### src/rtl/dram_rfsh_pkg.sv
package dram_rfsh_pkg;
    typedef enum logic [0:0] {
        RFM_CAS_FIRST = 1'b0,
        RFM_ROW_ONLY  = 1'b1
    } rfsh_mode_e;

    typedef enum logic [2:0] {
        ST_PAUSE,
        ST_IDLE,
        ST_REQ,
        ST_SETUP,
        ST_ACTIVE,
        ST_PRECH
    } seq_state_e;
endpackage

### src/rtl/rfsh_interval_gen.sv
module rfsh_interval_gen #(
    parameter int INTERVAL_CYC = 1560,
    parameter int BACKLOG_MAX  = 8,
    parameter int PEND_W       = 5
) (
    input  logic clk,
    input  logic rst_n,
    input  logic en,
    input  logic served,
    output logic pending_nz,
    output logic backlog_hi
);
    localparam int CNT_W = $clog2(INTERVAL_CYC + 1);

    logic [CNT_W-1:0]  ivl_q;
    logic [PEND_W-1:0] pend_q;
    logic              tick;

    assign tick = en && (ivl_q == CNT_W'(INTERVAL_CYC - 1));

    always_ff @(posedge clk) begin
        if (!rst_n || !en) begin
            ivl_q <= '0;
        end else if (tick) begin
            ivl_q <= '0;
        end else begin
            ivl_q <= ivl_q + 1'b1;
        end
    end

    always_ff @(posedge clk) begin
        if (!rst_n) begin
            pend_q <= '0;
        end else begin
            unique case ({tick, served})
                2'b10:   if (pend_q != '1) pend_q <= pend_q + 1'b1;
                2'b01:   if (pend_q != '0) pend_q <= pend_q - 1'b1;
                default: pend_q <= pend_q;
            endcase
        end
    end

    assign pending_nz = (pend_q != '0);
    assign backlog_hi = (pend_q > PEND_W'(BACKLOG_MAX));


    pend_inc_chk: assert property (@(posedge clk) disable iff (!rst_n)
        (tick && !served && pend_q != '1) |=> (pend_q == $past(pend_q) + PEND_W'(1)));


    pend_dec_chk: assert property (@(posedge clk) disable iff (!rst_n)
        (served && !tick && pend_q != '0) |=> (pend_q == $past(pend_q) - PEND_W'(1)));
endmodule

### src/rtl/rfsh_row_counter.sv
module rfsh_row_counter #(
    parameter int ROW_W = 10
) (
    input  logic             clk,
    input  logic             rst_n,
    input  logic             adv,
    output logic [ROW_W-1:0] row_o
);
    always_ff @(posedge clk) begin
        if (!rst_n) begin
            row_o <= '0;
        end else if (adv) begin
            row_o <= row_o + 1'b1;
        end
    end


    row_wrap_chk: assert property (@(posedge clk) disable iff (!rst_n)
        (adv && row_o == '1) |=> (row_o == '0));


    row_hold_chk: assert property (@(posedge clk) disable iff (!rst_n)
        !adv |=> $stable(row_o));
endmodule

### src/rtl/rfsh_seq_fsm.sv
module rfsh_seq_fsm
    import dram_rfsh_pkg::*;
#(
    parameter int         PAUSE_CYC   = 10000,
    parameter int         INIT_CYCLES = 8,
    parameter int         T_SETUP     = 2,
    parameter int         T_ACTIVE    = 8,
    parameter int         T_PRECH     = 6,
    parameter rfsh_mode_e MODE        = RFM_CAS_FIRST
) (
    input  logic clk,
    input  logic rst_n,
    input  logic grant,
    input  logic pending_nz,
    output logic req_o,
    output logic own_o,
    output logic ras_n_o,
    output logic cas_n_o,
    output logic cycle_done_o,
    output logic ready_o
);
    localparam int PH_A   = (T_SETUP > T_ACTIVE) ? T_SETUP : T_ACTIVE;
    localparam int PH_B   = (PH_A > T_PRECH) ? PH_A : T_PRECH;
    localparam int PH_MAX = (PH_B > PAUSE_CYC) ? PH_B : PAUSE_CYC;
    localparam int CNT_W  = $clog2(PH_MAX + 1);
    localparam int INIT_W = $clog2(INIT_CYCLES + 1);

    seq_state_e         state_q, state_nxt;
    logic [CNT_W-1:0]   cnt_q;
    logic [INIT_W-1:0]  init_cnt_q;
    logic               ready_q;
    logic               phase_last;
    logic               timed;
    logic               init_left;

    assign init_left = !ready_q && (init_cnt_q < INIT_W'(INIT_CYCLES));

    always_comb begin
        timed = 1'b1;
        unique case (state_q)
            ST_PAUSE:  phase_last = (cnt_q == CNT_W'(PAUSE_CYC - 1));
            ST_SETUP:  phase_last = (cnt_q == CNT_W'(T_SETUP - 1));
            ST_ACTIVE: phase_last = (cnt_q == CNT_W'(T_ACTIVE - 1));
            ST_PRECH:  phase_last = (cnt_q == CNT_W'(T_PRECH - 1));
            default: begin
                phase_last = 1'b0;
                timed      = 1'b0;
            end
        endcase
    end

    always_comb begin
        state_nxt = state_q;
        unique case (state_q)
            ST_PAUSE:  if (phase_last) state_nxt = ST_REQ;
            ST_IDLE:   if (pending_nz) state_nxt = ST_REQ;
            ST_REQ:    if (grant)      state_nxt = ST_SETUP;
            ST_SETUP:  if (phase_last) state_nxt = ST_ACTIVE;
            ST_ACTIVE: if (phase_last) state_nxt = ST_PRECH;
            ST_PRECH:  if (phase_last) state_nxt = init_left ? ST_REQ : ST_IDLE;
            default:   state_nxt = ST_PAUSE;
        endcase
    end

    always_ff @(posedge clk) begin
        if (!rst_n) begin
            state_q    <= ST_PAUSE;
            cnt_q      <= '0;
            init_cnt_q <= '0;
            ready_q    <= 1'b0;
        end else begin
            state_q <= state_nxt;
            if (state_nxt != state_q) begin
                cnt_q <= '0;
            end else if (timed) begin
                cnt_q <= cnt_q + 1'b1;
            end
            if (cycle_done_o && !ready_q) begin
                init_cnt_q <= init_cnt_q + 1'b1;
            end
            if (state_q == ST_PRECH && phase_last && !init_left) begin
                ready_q <= 1'b1;
            end
        end
    end

    always_comb begin
        req_o        = (state_q == ST_REQ);
        own_o        = (state_q == ST_SETUP) || (state_q == ST_ACTIVE) || (state_q == ST_PRECH);
        ras_n_o      = (state_q != ST_ACTIVE);
        cas_n_o      = 1'b1;
        if (MODE == RFM_CAS_FIRST) begin
            cas_n_o = !((state_q == ST_SETUP) || (state_q == ST_ACTIVE));
        end
        cycle_done_o = (state_q == ST_ACTIVE) && phase_last;
        ready_o      = ready_q;
    end


    req_hold_chk: assert property (@(posedge clk) disable iff (!rst_n)
        (req_o && !grant) |=> req_o);


    own_start_chk: assert property (@(posedge clk) disable iff (!rst_n)
        (req_o && grant) |=> own_o);


    ready_sticky_chk: assert property (@(posedge clk) disable iff (!rst_n)
        ready_o |=> ready_o);


    init_count_chk: assert property (@(posedge clk) disable iff (!rst_n)
        $rose(ready_o) |-> (init_cnt_q == INIT_W'(INIT_CYCLES)));
endmodule

### src/rtl/dram_rfsh_seq.sv
module dram_rfsh_seq
    import dram_rfsh_pkg::*;
#(
    parameter int         PAUSE_CYC    = 10000,
    parameter int         INIT_CYCLES  = 8,
    parameter int         INTERVAL_CYC = 1560,
    parameter int         T_SETUP      = 2,
    parameter int         T_ACTIVE     = 8,
    parameter int         T_PRECH      = 6,
    parameter int         BACKLOG_MAX  = 8,
    parameter int         ROW_W        = 10,
    parameter rfsh_mode_e MODE         = RFM_CAS_FIRST
) (
    input  logic             clk,
    input  logic             rst_n,
    input  logic             rfsh_grant_i,
    output logic             rfsh_req_o,
    output logic             bus_own_o,
    output logic             ready_o,
    output logic             backlog_hi_o,
    output logic             ras_n_o,
    output logic             cas_n_o,
    output logic             we_n_o,
    output logic [ROW_W:0]   addr_o
);
    localparam int PEND_W = $clog2(BACKLOG_MAX + 1) + 1;

    logic pending_nz;
    logic cycle_done;

    rfsh_seq_fsm #(
        .PAUSE_CYC  (PAUSE_CYC),
        .INIT_CYCLES(INIT_CYCLES),
        .T_SETUP    (T_SETUP),
        .T_ACTIVE   (T_ACTIVE),
        .T_PRECH    (T_PRECH),
        .MODE       (MODE)
    ) u_fsm (
        .clk         (clk),
        .rst_n       (rst_n),
        .grant       (rfsh_grant_i),
        .pending_nz  (pending_nz),
        .req_o       (rfsh_req_o),
        .own_o       (bus_own_o),
        .ras_n_o     (ras_n_o),
        .cas_n_o     (cas_n_o),
        .cycle_done_o(cycle_done),
        .ready_o     (ready_o)
    );

    rfsh_interval_gen #(
        .INTERVAL_CYC(INTERVAL_CYC),
        .BACKLOG_MAX (BACKLOG_MAX),
        .PEND_W      (PEND_W)
    ) u_ivl (
        .clk       (clk),
        .rst_n     (rst_n),
        .en        (ready_o),
        .served    (cycle_done && ready_o),
        .pending_nz(pending_nz),
        .backlog_hi(backlog_hi_o)
    );

    assign we_n_o = 1'b1;

    generate
        if (MODE == RFM_ROW_ONLY) begin : g_row_only
            logic [ROW_W-1:0] row;

            rfsh_row_counter #(.ROW_W(ROW_W)) u_row (
                .clk  (clk),
                .rst_n(rst_n),
                .adv  (cycle_done),
                .row_o(row)
            );

            assign addr_o = bus_own_o ? {1'b0, row} : '0;


            row_addr_stable_chk: assert property (@(posedge clk) disable iff (!rst_n)
                $fell(ras_n_o) |-> ($stable(addr_o) && cas_n_o));
        end else begin : g_cas_first
            assign addr_o = '0;


            cas_lead_chk: assert property (@(posedge clk) disable iff (!rst_n)
                $fell(ras_n_o) |-> (!cas_n_o && $past(!cas_n_o)));


            cas_release_chk: assert property (@(posedge clk) disable iff (!rst_n)
                $rose(ras_n_o) |-> cas_n_o);
        end
    endgenerate


    lines_idle_chk: assert property (@(posedge clk) disable iff (!rst_n)
        !bus_own_o |-> (ras_n_o && cas_n_o && we_n_o && addr_o == '0));
endmodule

### config.mk
export PLATFORM = sky130hd
export DESIGN_NAME = dram_rfsh_seq
export DESIGN_NICKNAME = d
export VERILOG_FILES = /design/src/rtl/dram_rfsh_pkg.sv /design/src/rtl/rfsh_interval_gen.sv /design/src/rtl/rfsh_row_counter.sv /design/src/rtl/rfsh_seq_fsm.sv /design/src/rtl/dram_rfsh_seq.sv
export SDC_FILE = /design/constraint.sdc
export NUM_CORES = 1
export LEC_CHECK = 0
export BUFFER_PORTS_ARGS = -buffer_cell sky130_fd_sc_hd__buf_2
export CAP_MARGIN = 5
export CORE_MARGIN = 3
export CORE_UTILIZATION = 55
export CTS_CLUSTER_SIZE = 28
export DETAILED_ROUTE_END_ITERATION = 12
export PLACE_DENSITY = 0.81
export REMOVE_ABC_BUFFERS = 1
export SLEW_MARGIN = 10
export SYNTH_ARGS = -nofsm -noshare
export SYNTH_HDL_FRONTEND = slang
export SYNTH_SLANG_ARGS = --single-unit
### constraint.sdc
create_clock -name clk -period 4.4 [get_ports clk]
set_clock_uncertainty 0.2 [all_clocks]
set_input_delay 0.88 -clock clk [delete_from_list [all_inputs] [get_ports clk]]
set_output_delay 0.88 -clock clk [all_outputs]
set_load 0.01 [all_outputs]
==> out/results.ini, run 1 <==
[layout]
nets=278
final_util_pct=61.4
final_cell_mix=nor2_1, dfxtp_1, xnor2_1, nand3_1, conb_1
final_common_cell=nor2_1
final_layout_size_suffix_gt1_share_pct=10.1
num_antenna_cells=0
syn2layout_area_growth_pct=5.28

[global_route]
grt_overflow=0
grt_pass1_wl_um=7230
grt_usage_pct=20.0
grt_max_degree=13
antenna_found_initial=0
grt_pass1_vias=1634

[clock_network]
cts_sinks=38
cts.path.max_buffers=2
postCtsSetupBuffers=0
tritoncts=built
clk_pin_slew_ns=0.07
clk-insertion-delay-late_ns=0.29
htree_levels=2
root_buffer=clkbuf_8
hold_buffers=0
cts_resized=0
cts_buffers=5

[worst_setup_path]
cp_num_buf_inv=0
cp_slowest_cell=nor3_1
cp-start-kind=flip-flop
crit_fanout=5
crit_family=simple AND/OR/NAND/NOR gates
cp.arrival_ns=3.72
crit_chain=or4b_1, nor4_1, o2111ai_1, nor3_1, ha_1, a21o_1, a21o_1, mux2_4, a211oi_2
cp.required_ns=4.41
end_kind=flip-flop
crit_type=reg2reg
worst_path_largest_cell_delay_ns=0.57
critPathMostFrequentCell=a21o_1

[sta]
tns_ns=0
finalCritPeriodShare_pct=84.3
finalCriticalPeriod_ns=3.71
tightestPinTransition_ns=0.605
rsz0062_at_grt=no
maxClockFrequency_mhz=270
slew_headroom_pct=59.3
maxSlewViolCount=0
setup_viol=0
final_hold_viol_count=0

[floorplan]
die_w_um=69.0
core_area_um2=3740
start_util_pct=58.3
die_y_um=69.0
die-area_um2=4760
num_io_pins=21
num_rows=22

[power]
cellLeakagePower_nw=0.886
p_switching_mw=0.136
seq_power_share_pct=59.0
p_clk_share_pct=36.9
vdd.ir_drop.worst_uv=192
sw_frac_of_total_pct=22.8
combinationalPowerShare_pct=4.1
powerDensity_nw_per_um2=259
p_int_mw=0.460

[routing]
routed_wl_um=4230
dr.first_iter.drc_count=72
vias_per_cell=5.80
wl_per_cell_um=13.4
remaining_drc_errors=0
vias=1833
drt_pre_antenna_iters=4
antenna_left=0

[place]
place_hpwl_um=3130
port_buffers=8
gp_congestion=0.854

[synthesis]
synth_top_area_share_pct=34.9
seq_area_frac_synth_pct=34.9
syn_area_per_cell_um2=8.43
yosysTopAreaCell=dfxtp_1
yosys_most_used_dff=dfxtp_1
synth_cell_type_count=51
ys_warn_count=0
synth_edf_count=0
synthCells=259
async_flop_share_pct=0
synth-seq-cells=38
synth.cell_area_um2=2180
synthTopCellsByArea=dfxtp_1, nor2_1, xnor2_1

[job]
maxCapViolations=0

[status]
status=complete, no violations

[hold_path]
hp-class=reg2reg

state kept, by name (all words and copies together), names as in the netlist:
signal and flops:
u_ivl.pend_q 5, u_fsm.state_q 3, u_ivl.ivl_q 11, u_fsm.init_cnt_q 4, u_fsm.ready_o 1, u_fsm.cnt_q 14
final cells by class:
cell class                      count  area [um^2]
Clock buffer                        5         68.8
Clock inverter                      2         10.0
Fill cell                         336         1450
Inverter                            9         33.8
Multi-Input combinational cell    204         1310
Sequential cell                    38          761
Tap cell                           48         60.1
Timing Repair Buffer               10         55.1
metal layers:
layer | track usage (%) | wire, um | vias to the layer above
met1 | 26.7 | 1950 | 857
li1 | - | - | 911
met4 | 7.79 | 74 | 0
met2 | 31.9 | 1930 | 56
met5 | 0 | 0 | -
met3 | 3.89 | 267 | 9
stage by stage:
| step | hold slack, ns | power, mW | area (um^2) | worst slack (ns) | instances |
|---|---|---|---|---|---|
| global route | 0.290 | 0.617 | 2300 | 0.499 | 316 |
| floorplan | 0.230 | 0.375 | 2100 | 1.09 | 251 |
| CTS | 0.270 | 0.603 | 2300 | 0.767 | 316 |
| global placement | 0.241 | 0.381 | 2220 | 0.941 | 309 |
| detailed placement | 0.252 | 0.382 | 2220 | 0.801 | 309 |
| finish | 0.262 | 0.595 | 2300 | 0.691 | 316 |
synth_stat cells, drive strengths merged, types with 4 or more instances:
master / number
nor2: 42
dfxtp: 38
buf: 15
xnor2: 15
nand3: 13
xor2: 11
nand2: 10
a21oi: 9
inv: 9
nor3: 9
nand4: 8
o21ai: 7
a21o: 6
ha: 6
nor4: 6
or4b: 4
final timing paths:
path                                      from              end  slack [ns]  depth (start not counted)
worst max-delay path            u_fsm.cnt_q[0]  u_ivl.pend_q[4]        0.69                          9
worst min-delay path            u_ivl.ivl_q[0]   u_ivl.ivl_q[0]        0.26                          1
worst max register to register  u_fsm.cnt_q[0]  u_ivl.pend_q[4]        0.69                          9
worst min register to register  u_ivl.ivl_q[0]   u_ivl.ivl_q[0]        0.26                          1
power groups by stage:
stage	Combinational [mW]	Sequential (mW)	Clock (mW)
CTS	0.0238	0.351	0.228
global placement	0.0231	0.358	0
finish	0.0243	0.351	0.220
detailed placement	0.0233	0.359	0
floorplan	0.0180	0.357	0
global route	0.0280	0.352	0.237
kinds of logic (layout without fill, tap and decap cells):
| family | count (synthesis) | count (layout) | share of synthesized area, % |
|---|---|---|---|
| other | 2 | 12 | 0.344 |
| flip-flops | 38 | 38 | 34.9 |
| multiplexers | 4 | 4 | 2.06 |
| adder cells (fa/ha/maj) | 7 | 7 | 4.36 |
| XOR/XNOR | 26 | 26 | 10.4 |
| buffers and inverters | 27 | 26 | 6.88 |
| AO/OA/AOI/OAI | 40 | 40 | 12.8 |
| AND/OR/NAND/NOR | 115 | 115 | 28.3 |
(Power assumes the default switching activity.)
==> run 2: changes to the inputs <==
==> constraint.sdc (replaced) <==
create_clock -name clk -period 3.71 [get_ports clk]
set_clock_uncertainty 0.2 [all_clocks]
set_input_delay 0.742 -clock clk [delete_from_list [all_inputs] [get_ports clk]]
set_output_delay 0.742 -clock clk [all_outputs]
set_load 0.01 [all_outputs]
==> run 2 against run 1 <==
Net effect: first-iteration DRC count up 53%; highest routed layer unchanged; total power up 24%; critical endpoint unchanged; global-route usage down 0.88 points; worst setup slack worse by 0.39 ns; largest cell class unchanged; sequential share of layout area down 0.34 points; sequential power up 19%; count of clock-buffer cells in the layout up 1; routed wire length down 2.2%; register-to-register slack worse by 0.39 ns; sequential cell count unchanged.
==> out/results.ini, run 2 (synthesized netlist as in run 1, its figures left out) <==
[sta]
holdWs_ns=0.282
finalCriticalPeriod_ns=3.40
tightestPinTransition_ns=0.518
slew_headroom_pct=65.2
finalCritPeriodShare_pct=91.8
maxClockFrequency_mhz=294
rsz0062_at_grt=no
final_hold_viol_count=0
setup_viol=0
tns_ns=0
maxSlewViolCount=0

[clock_network]
cts_sinks=38
cts_buffers=5
root_buffer=clkbuf_8
postCtsSetupBuffers=0
hold_buffers=0
cts_resized=0
tritoncts=built
htree_levels=2
clk_pin_slew_ns=0.07
clk-insertion-delay-late_ns=0.29
cts.path.max_buffers=2

[worst_setup_path]
crit_start=u_fsm.cnt_q[0]
reg2reg_to=u_ivl.pend_q[4]
cp.arrival_ns=3.42
crit_chain=or4b_1, nor4_1, o2111ai_1, nor3_1, ha_1, a21o_1, a21o_1, mux2_4, a211oi_2
cp_slowest_cell=or4b_1
crit_family=simple AND/OR/NAND/NOR gates
crit_fanout=5
end_kind=flip-flop
cp.required_ns=3.73
rr_startpoint=u_fsm.cnt_q[0]
endpoint=u_ivl.pend_q[4]
r2r_slack_ns=0.31
worst_path_largest_cell_delay_ns=0.49
critPathMostFrequentCell=a21o_1
cp-start-kind=flip-flop
crit_type=reg2reg
path_depth=9
cp_num_buf_inv=0
reg2reg_depth=9

[layout]
final_layout_size_suffix_gt1_share_pct=10.7
regMostFlops=u_fsm.cnt_q
final_cell_mix=nor2_1, dfxtp_1, xnor2_1, nand3_1, conb_1
final_util_pct=62.0
syn2layout_area_growth_pct=6.36
largest_reg_flops=14
multi_input_area_um2=1310
nets=279
reg.largest.list=u_fsm.cnt_q x14, u_ivl.ivl_q x11, u_ivl.pend_q x5
num_antenna_cells=0
seqCellArea_um2=761
final_cells=318
nFillCells=350
final_common_cell=nor2_1

[floorplan]
die_w_um=69.0
core_area_um2=3740
die_y_um=69.0
start_util_pct=58.3
num_io_pins=21
num_rows=22
die-area_um2=4760

[routing]
drt_pre_antenna_iters=4
routed_wl_um=4130
remaining_drc_errors=0
antenna_left=0
wl_per_cell_um=13.0
vias=1849
dr.first_iter.drc_count=110
vias_per_cell=5.81

[power]
vdd.ir_drop.worst_uv=202
cellLeakagePower_nw=0.895
finalPower_mw=0.739
powerDensity_nw_per_um2=319

[job]
maxCapViolations=0

[global_route]
grt_overflow=0
grt_max_degree=13
antenna_found_initial=0
grt_pass1_wl_um=6890
grt_usage_pct=19.2
grt_pass1_vias=1595

[place]
post-place-cells=310
place_hpwl_um=3160
port_buffers=8
gp_congestion=0.853

[status]
status=complete, no violations

[hold_path]
hp-class=reg2reg
min_from=u_ivl.ivl_q[0]

-- run 2: cell types whose count changed in the layout (fill, tap and decap cells not counted), sizes merged --
cell      previous run  this run
clkinv               2         1
clkinvlp             0         1
buf                 10        11
clkbuf               5         6
-- run 2: metal layers --
layer  vias up  part of all wire [%]  GRT usage [%]
met5         -                     0              0
met2        63                    45           29.3
met1       861                    47           25.3
li1        915                     -              -
met3        10                   6.1           4.70
met4         0                   2.1           8.76
-- run 2: worst min-delay path by stage --
stage          slack (ns)  depth (start not counted)             end
2_1_floorplan        0.23                          1  u_ivl.ivl_q[0]
3_3_place_gp         0.24                          1  u_ivl.ivl_q[0]
3_5_place_dp         0.27                          1  u_ivl.ivl_q[0]
4_1_cts              0.28                          1  u_ivl.ivl_q[0]
5_1_grt              0.31                          1  u_ivl.ivl_q[0]
6_report             0.28                          1  u_ivl.ivl_q[0]
-- run 2: through the flow --
step | area [um^2] | setup WS (ns)
2_1_floorplan | 2100 | 0.398
3_5_place_dp | 2230 | 0.318
4_1_cts | 2320 | 0.308
5_1_grt | 2320 | 0.0897
6_report | 2320 | 0.306
3_3_place_gp | 2230 | 0.464
-- run 2: cell type report --
| class | count | area share (%) |
|---|---|---|
| Multi-Input combinational cell | 204 | 56.4 |
| Sequential cell | 38 | 32.8 |
| Clock buffer | 6 | 3.56 |
| Timing Repair Buffer | 11 | 2.70 |
| Tap cell | 48 | 2.59 |
| Inverter | 9 | 1.46 |
| Clock inverter | 2 | 0.539 |
-- run 2: where the power goes --
| group | switching, mW | total (mW) | internal [mW] |
|---|---|---|---|
| clock | 0.146 | 0.295 | 0.149 |
| combinational | 0.0196 | 0.0278 | 0.00820 |
| sequential | 0.00591 | 0.416 | 0.411 |
==> run 3: changes to the inputs <==
--- a/config.mk
+++ b/config.mk
@@ -7,7 +7,7 @@
 export LEC_CHECK = 0
 export BUFFER_PORTS_ARGS = -buffer_cell sky130_fd_sc_hd__buf_2
 export CAP_MARGIN = 5
-export CORE_MARGIN = 3
+export CORE_MARGIN = 8
 export CORE_UTILIZATION = 55
 export CTS_CLUSTER_SIZE = 28
 export DETAILED_ROUTE_END_ITERATION = 12
==> constraint.sdc (replaced) <==
create_clock -name clk -period 3.5 [get_ports clk]
set_clock_uncertainty 0.2 [all_clocks]
set_input_delay 0.7 -clock clk [delete_from_list [all_inputs] [get_ports clk]]
set_output_delay 0.7 -clock clk [all_outputs]
set_load 0.01 [all_outputs]
==> run 3 against run 2 <==
Net effect: design area is 0.16% higher; sequential share of layout area shrank 0.053 points; routed wire length rose by 6.4%; via count is 0.32% lower; total power is 1.3% higher; largest power group unchanged; count of clock-buffer cells in the layout grew 1.
==> out/results.ini, run 3 (synthesized netlist as in run 1, its figures left out) <==
[power]
cellLeakagePower_nw=0.897
vdd.ir_drop.worst_uv=245
powerDensity_nw_per_um2=322

[clock_network]
cts.path.max_buffers=2
htree_levels=2
root_buffer=clkbuf_8
cts_sinks=38
cts_buffers=5
clk_pin_slew_ns=0.07
clk-insertion-delay-late_ns=0.29
tritoncts=built

[layout]
num_antenna_cells=0
final_area_um2=2320
final_cells=321
final_layout_size_suffix_gt1_share_pct=10.7
final_common_cell=nor2_1
largest_reg_flops=14
reg.largest.list=u_fsm.cnt_q x14, u_ivl.ivl_q x11, u_ivl.pend_q x5
syn2layout_area_growth_pct=6.54
final_cell_mix=nor2_1, dfxtp_1, xnor2_1, nand3_1, conb_1
nets=281
regMostFlops=u_fsm.cnt_q

[worst_setup_path]
crit_chain=or4b_1, nor4_1, buf_4, o2111ai_1, nor3_2, ha_1, a21o_1, a21o_1, mux2_4, a211oi_2
crit_type=reg2reg
cp.required_ns=3.51
end_kind=flip-flop
cp.arrival_ns=3.30
worst_path_largest_cell_delay_ns=0.51
cp_slowest_cell=or4b_1
crit_fanout=5
critPathMostFrequentCell=a21o_1
cp-start-kind=flip-flop

[place]
gp_congestion=0.898
post-place-cells=314
place_hpwl_um=3280
dpl_cell_area_um2=2240
port_buffers=8

[sta]
setup_viol=0
maxSlewViolCount=0
finalCritPeriodShare_pct=93.9
maxClockFrequency_mhz=304
tns_ns=0
finalCriticalPeriod_ns=3.29
tightestPinTransition_ns=0.622
rsz0062_at_grt=no
slew_headroom_pct=58.2
final_hold_viol_count=0

[routing]
routed_wl_um=4400
antenna_left=0
drt_pre_antenna_iters=4
vias_per_cell=5.74
remaining_drc_errors=0
dr.first_iter.drc_count=174
vias=1843
wl_per_cell_um=13.7

[floorplan]
die_w_um=79.0
core_area_um2=3910
start_util_pct=55.8
num_io_pins=21
num_rows=23
die-area_um2=6240
die_y_um=79.0

[job]
maxCapViolations=0

[global_route]
antenna_found_initial=0
grt_max_degree=13
grt_pass1_vias=1686
grt_usage_pct=14.1
grt_pass1_wl_um=7380
grt_overflow=0

[status]
status=complete, no violations

[hold_path]
hp-class=reg2reg

==> run 3: cell count changes in the layout (fill, tap and decap cells not counted), sizes merged <==
cell / before / now
clkinv: 1 / 0
clkinvlp: 1 / 0
clkbuf: 6 / 7
buf: 11 / 13
==> run 3: layer usage <==
layer	vias up	wire length [um]	global-route usage [%]
met4	0	65	6.30
li1	922	-	-
met1	857	2050	18.1
met3	7	285	3.27
met2	57	2000	22.0
met5	-	0	0
==> run 3: worst max-delay path: cells and delay by family (launching register included) <==
family / cells / cell delay (ns)
flip-flops: 1 / 0.43
adder cells (fa/ha/maj): 1 / 0.31
AND/OR/NAND/NOR: 3 / 1.03
multiplexers: 1 / 0.30
AO/OA/AOI/OAI: 4 / 0.76
buffers and inverters: 1 / 0.18
==> run 3: cell type report <==
cell class              instances  area [um^2]
repair buffers                 13         77.6
inverters                       9         33.8
clock buffers                   7         76.3
flip-flops and latches         38          761
fillers                       381         1590
multi-input cells             204         1310
well taps                      50         62.6
==> run 3: timing repair <==
item	CTS	global route
gates resized for setup	0	1
hold buffers	0	0
buffers inserted	0	0
endpoints found under the setup margin	0	2
==> run 3: stage by stage <==
step	hold WS, ns	total power [mW]	utilization, %	setup slack (ns)
2_1_floorplan	0.230	0.472	-	0.188
3_3_place_gp	0.245	0.482	57.3	0.274
3_5_place_dp	0.252	0.482	57.3	0.155
4_1_cts	0.267	0.758	59.3	0.143
5_1_grt	0.299	0.778	59.4	0.0822
6_report	0.262	0.749	59.4	0.212
==> run 3: power by group <==
| part | internal [mW] | switching, mW | leakage (nW) |
|---|---|---|---|
| clock network | 0.137 | 0.139 | 0.0383 |
| registers | 0.435 | 0.00595 | 0.307 |
| logic | 0.00976 | 0.0223 | 0.552 |
| total | 0.582 | 0.167 | 0.897 |
==> run 3: final timing paths <==
kind	from	endpoint	slack [ns]	cells after the start
max reg2reg	u_fsm.cnt_q[0]	u_ivl.pend_q[4]	0.21	10
max	u_fsm.cnt_q[0]	u_ivl.pend_q[4]	0.21	10
min	u_ivl.ivl_q[0]	u_ivl.ivl_q[0]	0.26	1
min reg2reg	u_ivl.ivl_q[0]	u_ivl.ivl_q[0]	0.26	1
